$ cat src/rtl/rg_pkg.sv
package rg_pkg;
    localparam int REG_W   = 32;
    localparam int KEY_W   = 8;
    localparam int NUM_REQ = 2;
    localparam int DBG_POS = 19;

    localparam logic [KEY_W-1:0] KEY_LINES = 8'h88;
    localparam logic [KEY_W-1:0] KEY_MODE  = 8'h33;
    localparam logic [KEY_W-1:0] KEY_IRQEN = 8'h44;

    typedef enum logic [1:0] {
        SEL_LINES = 2'd0,
        SEL_MODE  = 2'd1,
        SEL_IRQEN = 2'd2,
        SEL_NONE  = 2'd3
    } rg_sel_e;

    typedef struct packed {
        logic sys;
        logic irq;
    } rg_out_t;

    // bit position of request source k inside the mode / enable fields
    function automatic int req_pos(input int k);
        return (k == 0) ? 0 : 18;
    endfunction
endpackage

$ cat src/rtl/rg_keyed_reg.sv
module rg_keyed_reg #(
    parameter int               W    = 24,
    parameter logic [7:0]       KEY  = 8'h00,
    parameter logic [W-1:0]     RSTV = '0
) (
    input  logic         clk_i,
    input  logic         rst_ni,
    input  logic         wr_en_i,
    input  logic         hit_i,
    input  logic [7:0]   key_i,
    input  logic [W-1:0] data_i,
    output logic [W-1:0] q_o
);
    logic [W-1:0] val_d, val_q;

    always_comb begin
        val_d = val_q;
        if (wr_en_i && hit_i && (key_i == KEY)) begin
            val_d = data_i;
        end
    end

    always_ff @(posedge clk_i or negedge rst_ni) begin
        if (!rst_ni) val_q <= RSTV;
        else         val_q <= val_d;
    end

    assign q_o = val_q;
endmodule

$ cat src/rtl/rg_req_router.sv
module rg_req_router #(
    parameter int N = 2
) (
    input  logic [N-1:0] req_i,
    input  logic [N-1:0] mode_i,
    input  logic [N-1:0] irqen_i,
    output logic         sys_o,
    output logic         irq_o
);
    logic [N-1:0] to_sys, to_irq;

    for (genvar k = 0; k < N; k++) begin : g_src
        assign to_sys[k] = req_i[k] & mode_i[k];
        assign to_irq[k] = req_i[k] & irqen_i[k] & ~mode_i[k];
    end

    assign sys_o = |to_sys;
    assign irq_o = |to_irq;
endmodule

$ cat src/rtl/rg_top.sv
module rg_top
    import rg_pkg::*;
#(
    parameter int NUM_LINES = 15,
    parameter int FIELD_W   = 24
) (
    input  logic                 clk_i,
    input  logic                 rst_ni,
    input  logic                 wr_en_i,
    input  logic [1:0]           addr_i,
    input  logic [31:0]          wdata_i,
    output logic [31:0]          rdata_o,
    input  logic [1:0]           req_i,
    output logic [NUM_LINES-1:0] rst_lines_o,
    output logic                 sys_rst_o,
    output logic                 irq_o,
    output logic                 dbg_en_o
);
    localparam int PAD_L = REG_W - NUM_LINES;
    localparam int PAD_F = REG_W - FIELD_W;
    localparam logic [FIELD_W-1:0] MODE_RST = FIELD_W'(1) << DBG_POS;

    logic [KEY_W-1:0]     key;
    rg_sel_e              sel;
    logic [NUM_LINES-1:0] lines_q;
    logic [FIELD_W-1:0]   mode_q, irqen_q;
    logic [NUM_REQ-1:0]   mode_src, irqen_src;
    logic                 sys_hit, irq_hit;
    rg_out_t              out_d, out_q;

    assign key = wdata_i[REG_W-1 -: KEY_W];
    assign sel = rg_sel_e'(addr_i);

    rg_keyed_reg #(.W(NUM_LINES), .KEY(KEY_LINES), .RSTV('0)) u_lines (
        .clk_i  (clk_i),
        .rst_ni (rst_ni),
        .wr_en_i(wr_en_i),
        .hit_i  (sel == SEL_LINES),
        .key_i  (key),
        .data_i (wdata_i[NUM_LINES-1:0]),
        .q_o    (lines_q)
    );

    rg_keyed_reg #(.W(FIELD_W), .KEY(KEY_MODE), .RSTV(MODE_RST)) u_mode (
        .clk_i  (clk_i),
        .rst_ni (rst_ni),
        .wr_en_i(wr_en_i),
        .hit_i  (sel == SEL_MODE),
        .key_i  (key),
        .data_i (wdata_i[FIELD_W-1:0]),
        .q_o    (mode_q)
    );

    rg_keyed_reg #(.W(FIELD_W), .KEY(KEY_IRQEN), .RSTV('0)) u_irqen (
        .clk_i  (clk_i),
        .rst_ni (rst_ni),
        .wr_en_i(wr_en_i),
        .hit_i  (sel == SEL_IRQEN),
        .key_i  (key),
        .data_i (wdata_i[FIELD_W-1:0]),
        .q_o    (irqen_q)
    );

    for (genvar k = 0; k < NUM_REQ; k++) begin : g_pick
        assign mode_src[k]  = mode_q[req_pos(k)];
        assign irqen_src[k] = irqen_q[req_pos(k)];
    end

    rg_req_router #(.N(NUM_REQ)) u_router (
        .req_i  (req_i),
        .mode_i (mode_src),
        .irqen_i(irqen_src),
        .sys_o  (sys_hit),
        .irq_o  (irq_hit)
    );

    always_comb begin
        out_d     = out_q;
        out_d.sys = sys_hit;
        out_d.irq = irq_hit;
    end

    always_ff @(posedge clk_i or negedge rst_ni) begin
        if (!rst_ni) out_q <= '0;
        else         out_q <= out_d;
    end

    always_comb begin
        unique case (sel)
            SEL_LINES: rdata_o = {{PAD_L{1'b0}}, lines_q};
            SEL_MODE:  rdata_o = {{PAD_F{1'b0}}, mode_q};
            SEL_IRQEN: rdata_o = {{PAD_F{1'b0}}, irqen_q};
            default:   rdata_o = '0;
        endcase
    end

    assign rst_lines_o = lines_q;
    assign sys_rst_o   = out_q.sys;
    assign irq_o       = out_q.irq;
    assign dbg_en_o    = mode_q[DBG_POS];
endmodule

$ cat config.mk
export PLATFORM = sky130hd
export DESIGN_NAME = rg_top
export DESIGN_NICKNAME = d
export VERILOG_FILES = /design/src/rtl/rg_pkg.sv /design/src/rtl/rg_keyed_reg.sv /design/src/rtl/rg_req_router.sv /design/src/rtl/rg_top.sv
export SDC_FILE = /design/constraint.sdc
export NUM_CORES = 1
export LEC_CHECK = 0
export ABC_AREA = 0
export BUFFER_PORTS_ARGS = -buffer_cell sky130_fd_sc_hd__buf_2
export CAP_MARGIN = 20
export CORE_UTILIZATION = 55
export CTS_CLUSTER_SIZE = 14
export DETAILED_ROUTE_END_ITERATION = 8
export GPL_ROUTABILITY_DRIVEN = 0
export PLACE_DENSITY = 0.83
export SLEW_MARGIN = 20
export SYNTH_ARGS = -nofsm -noshare
export SYNTH_HDL_FRONTEND = slang
export SYNTH_SLANG_ARGS = --single-unit
$ cat constraint.sdc
create_clock -name clk_i -period 2.7 [get_ports clk_i]
set_clock_uncertainty 0.2 [all_clocks]
set_input_delay 0.54 -clock clk_i [delete_from_list [all_inputs] [get_ports clk_i]]
set_output_delay 0.54 -clock clk_i [all_outputs]
set_load 0.02 [all_outputs]
Word level (Yosys, flattened, before mapping). Cells that the tools add are included.

Word-level logic and storage cells: 28. Bits in registers: 65. Latch bits: 0. ROM bits: 0. RAM bits: 0. Memories: 0.

Muxes and demuxes: 1. Add/subtract/negate cells: 0. Reductions and logical operators: 9. Bitwise gates (word level): 8. $lt $le $gt $ge: 0. Div/mod/pow operators: 0. Shifts and indexed selects: 0. Equality and inequality tests: 5. Multiply operators: 0.

Operators with widths (count): 24-bit case mux with 3 select lines (1); 8-bit by 6-bit == test with 1-bit output, second input constant (1); 8-bit by 7-bit == test with 1-bit output, second input constant (1); 8-bit == test, second input constant (1); 1-bit bitwise AND (6); 1-bit logical AND (6); 2-bit OR reduction (2); 2-bit by 1-bit == test with 1-bit output, second input constant (1); 2-bit == test, second input constant (1); 2-bit zero test (1); 1-bit NOT (2).

Logic depth before layout (Yosys ltp).
Depth in word-level cells: 3. Depth in mapped cells: 6. Mapped depth without buffers: 3.

By module. A second synthesis with hierarchy kept.

Cell total of the unflattened synthesis: 207. Area, all modules: 3270.6 sq um.

By module, submodules not included: rg_keyed_reg (u_irqen) (cells each 54, instances 1, area each 1023.5 sq um); rg_keyed_reg (u_mode) (cells each 53, instances 1, area each 1016.0 sq um); rg_keyed_reg (u_lines) (cells each 35, instances 1, area each 639.4 sq um); rg_top (cells each 61, instances 1, area each 563.0 sq um); rg_req_router (cells each 4, instances 1, area each 28.8 sq um).

Worst setup path after synthesis. No wires, ideal clock.

Kind: in2out. Start point: input addr_i[0]. End point: output rdata_o[0]. Cell stages on the path: 4. Data required time: 1.960 ns. Buffers on the path: 2. Arrival: 1.599 ns. Slack: 0.361 ns. Path through: buf_2 buf_2 mux2i_1 o21ai_0.

Longest elaborated chain between the ends: 2. Elaborated cells on any way between the ends: 4. Those cells by class: 2 x eq/ne; 1 x mux; 1 x reduce/logical.

Ends and longest elaborated chain: start: declaration (line rg_top.sv:10) `input logic [1:0] addr_i,`; 2-bit == test (tied with other cells) (line rg_top.sv:89) `unique case (sel)`; 24-bit case mux with 3 select lines (*) (line rg_top.sv:89); end: declaration (line rg_top.sv:12) `output logic [31:0] rdata_o,`.

Every way passes the cells marked *; elsewhere a longest branch is shown, timed or not.

Final worst setup path.
Start point: input addr_i[1]. End point: output rdata_o[19].

Same word-level chain as after synthesis.

==> metrics.log <==
[metrics] cell area after synthesis: slightly above 3000 um^2
[metrics] Total GRT Usage: between 20% and 30%
[metrics] area fraction in compound gates after synthesis: roughly 5.3%
[metrics] number of clock buffers inserted by TritonCTS: 9
[metrics] remaining antenna violation count: 0
[metrics] Fill cells: slightly below 400
[metrics] longest individual stage delay on the worst path: between 0.5 and 0.6 ns
[metrics] Clock transition at path regs: about 0.07 ns
[metrics] first-pass GRT wire length: 10.2 mm
[metrics] number of non-filler instances in the completed layout: between 300 and 400
[metrics] Pwr per Cell Area: ~550 nW/um^2
[metrics] average cell area after synthesis: ~14 um^2
[metrics] CP bufs+invs: 2
[metrics] Worst Path Required: between 1.5 and 2 ns
[metrics] cell type with the highest occurrence count on the critical path: sky130_fd_sc_hd__buf_2
[metrics] count of nets after finishing: ~350
[metrics] n_diodes: 0
[metrics] CP arrival: between 1.5 and 2 ns
[metrics] initial core utilization: around three fifths
[metrics] count of buffers from port buffering: 80
[metrics] maximum clock path buffer count: 2
[metrics] ports placed on the boundary: 89
[metrics] reported leakage power: roughly 2.1 nW
[metrics] synthesized-area fraction occupied by adder cells: 0%
[metrics] flip-flop and latch count after synthesis: 65
[metrics] post-synthesis instance total: 221
[metrics] clk sinks: 65
[metrics] chain of cells forming the critical path: buf_2 -> nor2b_1 -> a22o_1 -> buf_2
[metrics] total power draw: ~2.1 mW
[metrics] initial antenna violation count: 0
[metrics] Post-synth EDFFs: 0
[metrics] wire length after detailed routing: slightly above 6 mm
[metrics] max_slew headroom: 55.4%
[metrics] Avg Vias per Cell: 5.35
[metrics] fraction of layout cells with a size suffix above 1: between 50 and 60%
[metrics] async set or reset register ratio after synthesis: 100%
[metrics] count of cell types in the netlist: 25
[metrics] total placed cells including tap cells: between 300 and 400
[metrics] number of iterations in the first detailed-routing pass: 4
[metrics] run status: complete, no violations
[metrics] Final HPWL DP: about 4.2 mm
[metrics] cell at the root of the clock tree: sky130_fd_sc_hd__clkbuf_8
[metrics] Post-CTS Setup Inserts: 0
[metrics] CTS tree: yes
[metrics] peak supply drop: roughly 0.33 mV
[metrics] area added between synthesis and finish: 21.9%
[metrics] vias post-DR: 2050
[metrics] fraction of the yosys area taken by sequential cells: 52.7%
[metrics] setup repair after global routing missed its margin: no
[metrics] largest net degree at the start of global routing: 35
[metrics] Peak Freq: approximately 400 MHz
[metrics] final worst path period need: around 2.5 ns
[metrics] drt wl/cell: ~16 um
[metrics] synthesized-area fraction occupied by and/or/nand/nor cells: 5.71%
[metrics] Final setup violation count: 0
[metrics] overall die area: 5930 um^2
[metrics] DIE HEIGHT: a little under 80 um
[metrics] class of the worst hold path: in2reg
[metrics] number of design-rule violations left by the first detailed-router iteration: just under 80
[metrics] vias in the first global route: between 2000 and 2500
[metrics] core region area: roughly 5300 um^2
[metrics] drt drc: 0
[metrics] final clock period utilization by the worst path: about nine tenths
[metrics] number of slew-limit violations in the final report: 0
[metrics] H-tree Lvls: 3
[metrics] number of core rows: 26
[metrics] most used flip-flop cell after synthesis: sky130_fd_sc_hd__dfrtp_1
[metrics] aggregate negative setup slack: 0 ns
[metrics] width of the die: ~77 um
[metrics] number of max-cap violations: 0
[metrics] multiplexer share of the synthesized area: between 30% and 40%
[metrics] CP Capture Type: output port
[metrics] Final Hold Fails: 0
[metrics] overall overflow remaining after global route: 0
[metrics] Critical Path Source Type: input pin
[metrics] Critical Path Slowest Stage Cell: sky130_fd_sc_hd__nor2b_1
[metrics] total of warnings raised by yosys: 0
[metrics] maximum fanout along the worst path: 12
[metrics] largest family of logic cells by synthesized area: multiplexers
[metrics] critical path class: in2out
[metrics] crit-path leading delay family: simple AND/OR/NAND/NOR gates
[metrics] actual slew at the worst max-slew pin: roughly 0.67 ns
[metrics] xor and xnor fraction of the mapped netlist area: 0%
[metrics] clock network latency to the later pin of the worst-skew pair: approximately 0.33 ns
[sequential cells by signal, summed over array words and instances, names as in the netlist]
register / flops
irq_o: 1
sys_rst_o: 1
u_irqen.q_o: 24
u_mode.q_o: 24
u_lines.q_o: 15
[placed cells by master (no fill, tap or decap), drive strengths merged]
master	count
nand3b	2
o21ai	15
nor2	1
mux2	63
clkinv	2
a22o	10
and2	1
dfstp	1
or4	1
nand2	16
clkbuf	11
conb	8
dfrtp	64
and4bb	2
nor4b	1
bufinv	2
clkinvlp	1
nor2b	2
and4	2
mux2i	15
dlygate4sd3	1
nand4	1
buf	91
[synthesized netlist by cell type (2+ instances only)]
cell type,number,area [um^2]
sky130_fd_sc_hd__dfrtp_1,64,1600
sky130_fd_sc_hd__mux2_2,39,439
sky130_fd_sc_hd__mux2_4,20,300
sky130_fd_sc_hd__nand2_1,16,60.1
sky130_fd_sc_hd__mux2i_1,15,150
sky130_fd_sc_hd__o21ai_0,15,75.1
sky130_fd_sc_hd__a22o_1,10,87.6
sky130_fd_sc_hd__buf_4,8,60.1
sky130_fd_sc_hd__buf_2,5,25.0
sky130_fd_sc_hd__clkbuf_1,5,18.8
sky130_fd_sc_hd__mux2_1,4,45.0
sky130_fd_sc_hd__buf_12,3,60.1
sky130_fd_sc_hd__and4bb_1,2,25.0
sky130_fd_sc_hd__buf_6,2,22.5
sky130_fd_sc_hd__nand3b_1,2,15.0
sky130_fd_sc_hd__nor2b_1,2,12.5
[what timing repair did]
item | 4_1_cts | 5_1_grt
resized for setup | 0 | 0
hold buffers | 1 | 0
hold endpoints to repair | 6 | 0
[final timing paths]
path                                             startpoint                          end  slack [ns]  cells after the start
worst min register to register  u_lines.q_o[12]$_DFFE_PN0P_  u_lines.q_o[12]$_DFFE_PN0P_        0.30                      1
worst max register to register    u_mode.q_o[0]$_DFFE_PN0P_    u_mode.q_o[0]$_DFFE_PN0P_        1.68                      1
worst min-delay path                            wdata_i[18]  u_irqen.q_o[18]$_DFFE_PN0P_        0.25                      2
max in group asynchronous                            rst_ni   u_mode.q_o[15]$_DFFE_PN0P_        1.33                      3
worst max-delay path                              addr_i[1]                  rdata_o[19]        0.23                      4
min in group asynchronous                            rst_ni  u_irqen.q_o[13]$_DFFE_PN0P_        0.39                      2
[cell type report]
cell class / count / area [um^2] / share of cell area, %
sequential: 65 / 1630 / 43.2
multi-input combinational: 140 / 1310 / 34.7
timing repair buffer: 92 / 518 / 13.7
clock buffer: 11 / 151 / 4.02
tap: 70 / 87.6 / 2.32
clock inverter: 5 / 77.6 / 2.06
[metal layers]
layer | GRT usage (%) | routed length (um) | up-vias
li1 | - | - | 950
met1 | 30.9 | 2870 | 1029
met2 | 34.6 | 2970 | 62
met3 | 4.52 | 283 | 9
met4 | 11.9 | 103 | 0
met5 | 0 | 0 | -
[per-stage QoR]
stage          util, %  hold slack [ns]  setup slack (ns)  area [um^2]
2_1_floorplan        -           0.0444             0.361         3120
3_3_place_gp      67.0            0.204             0.303         3530
3_5_place_dp      67.0            0.206             0.243         3530
4_1_cts           71.5            0.230             0.237         3770
5_1_grt           71.5            0.243             0.147         3770
6_report          71.5            0.248             0.231         3770
[report_power, final]
group	internal, mW	switching, mW	total [mW]
logic	0.0590	0.0884	0.147
clock network	0.567	0.366	0.933
registers	0.988	0.00872	0.997
[cell families (layout without fill, tap and decap cells)]
group,Yosys count,in the layout
other cells,1,8
compound gates,25,25
buf+inv,23,108
flops,65,65
simple gates,29,29
mux,78,78
No activity file was read; power rests on OpenSTA's default activity.
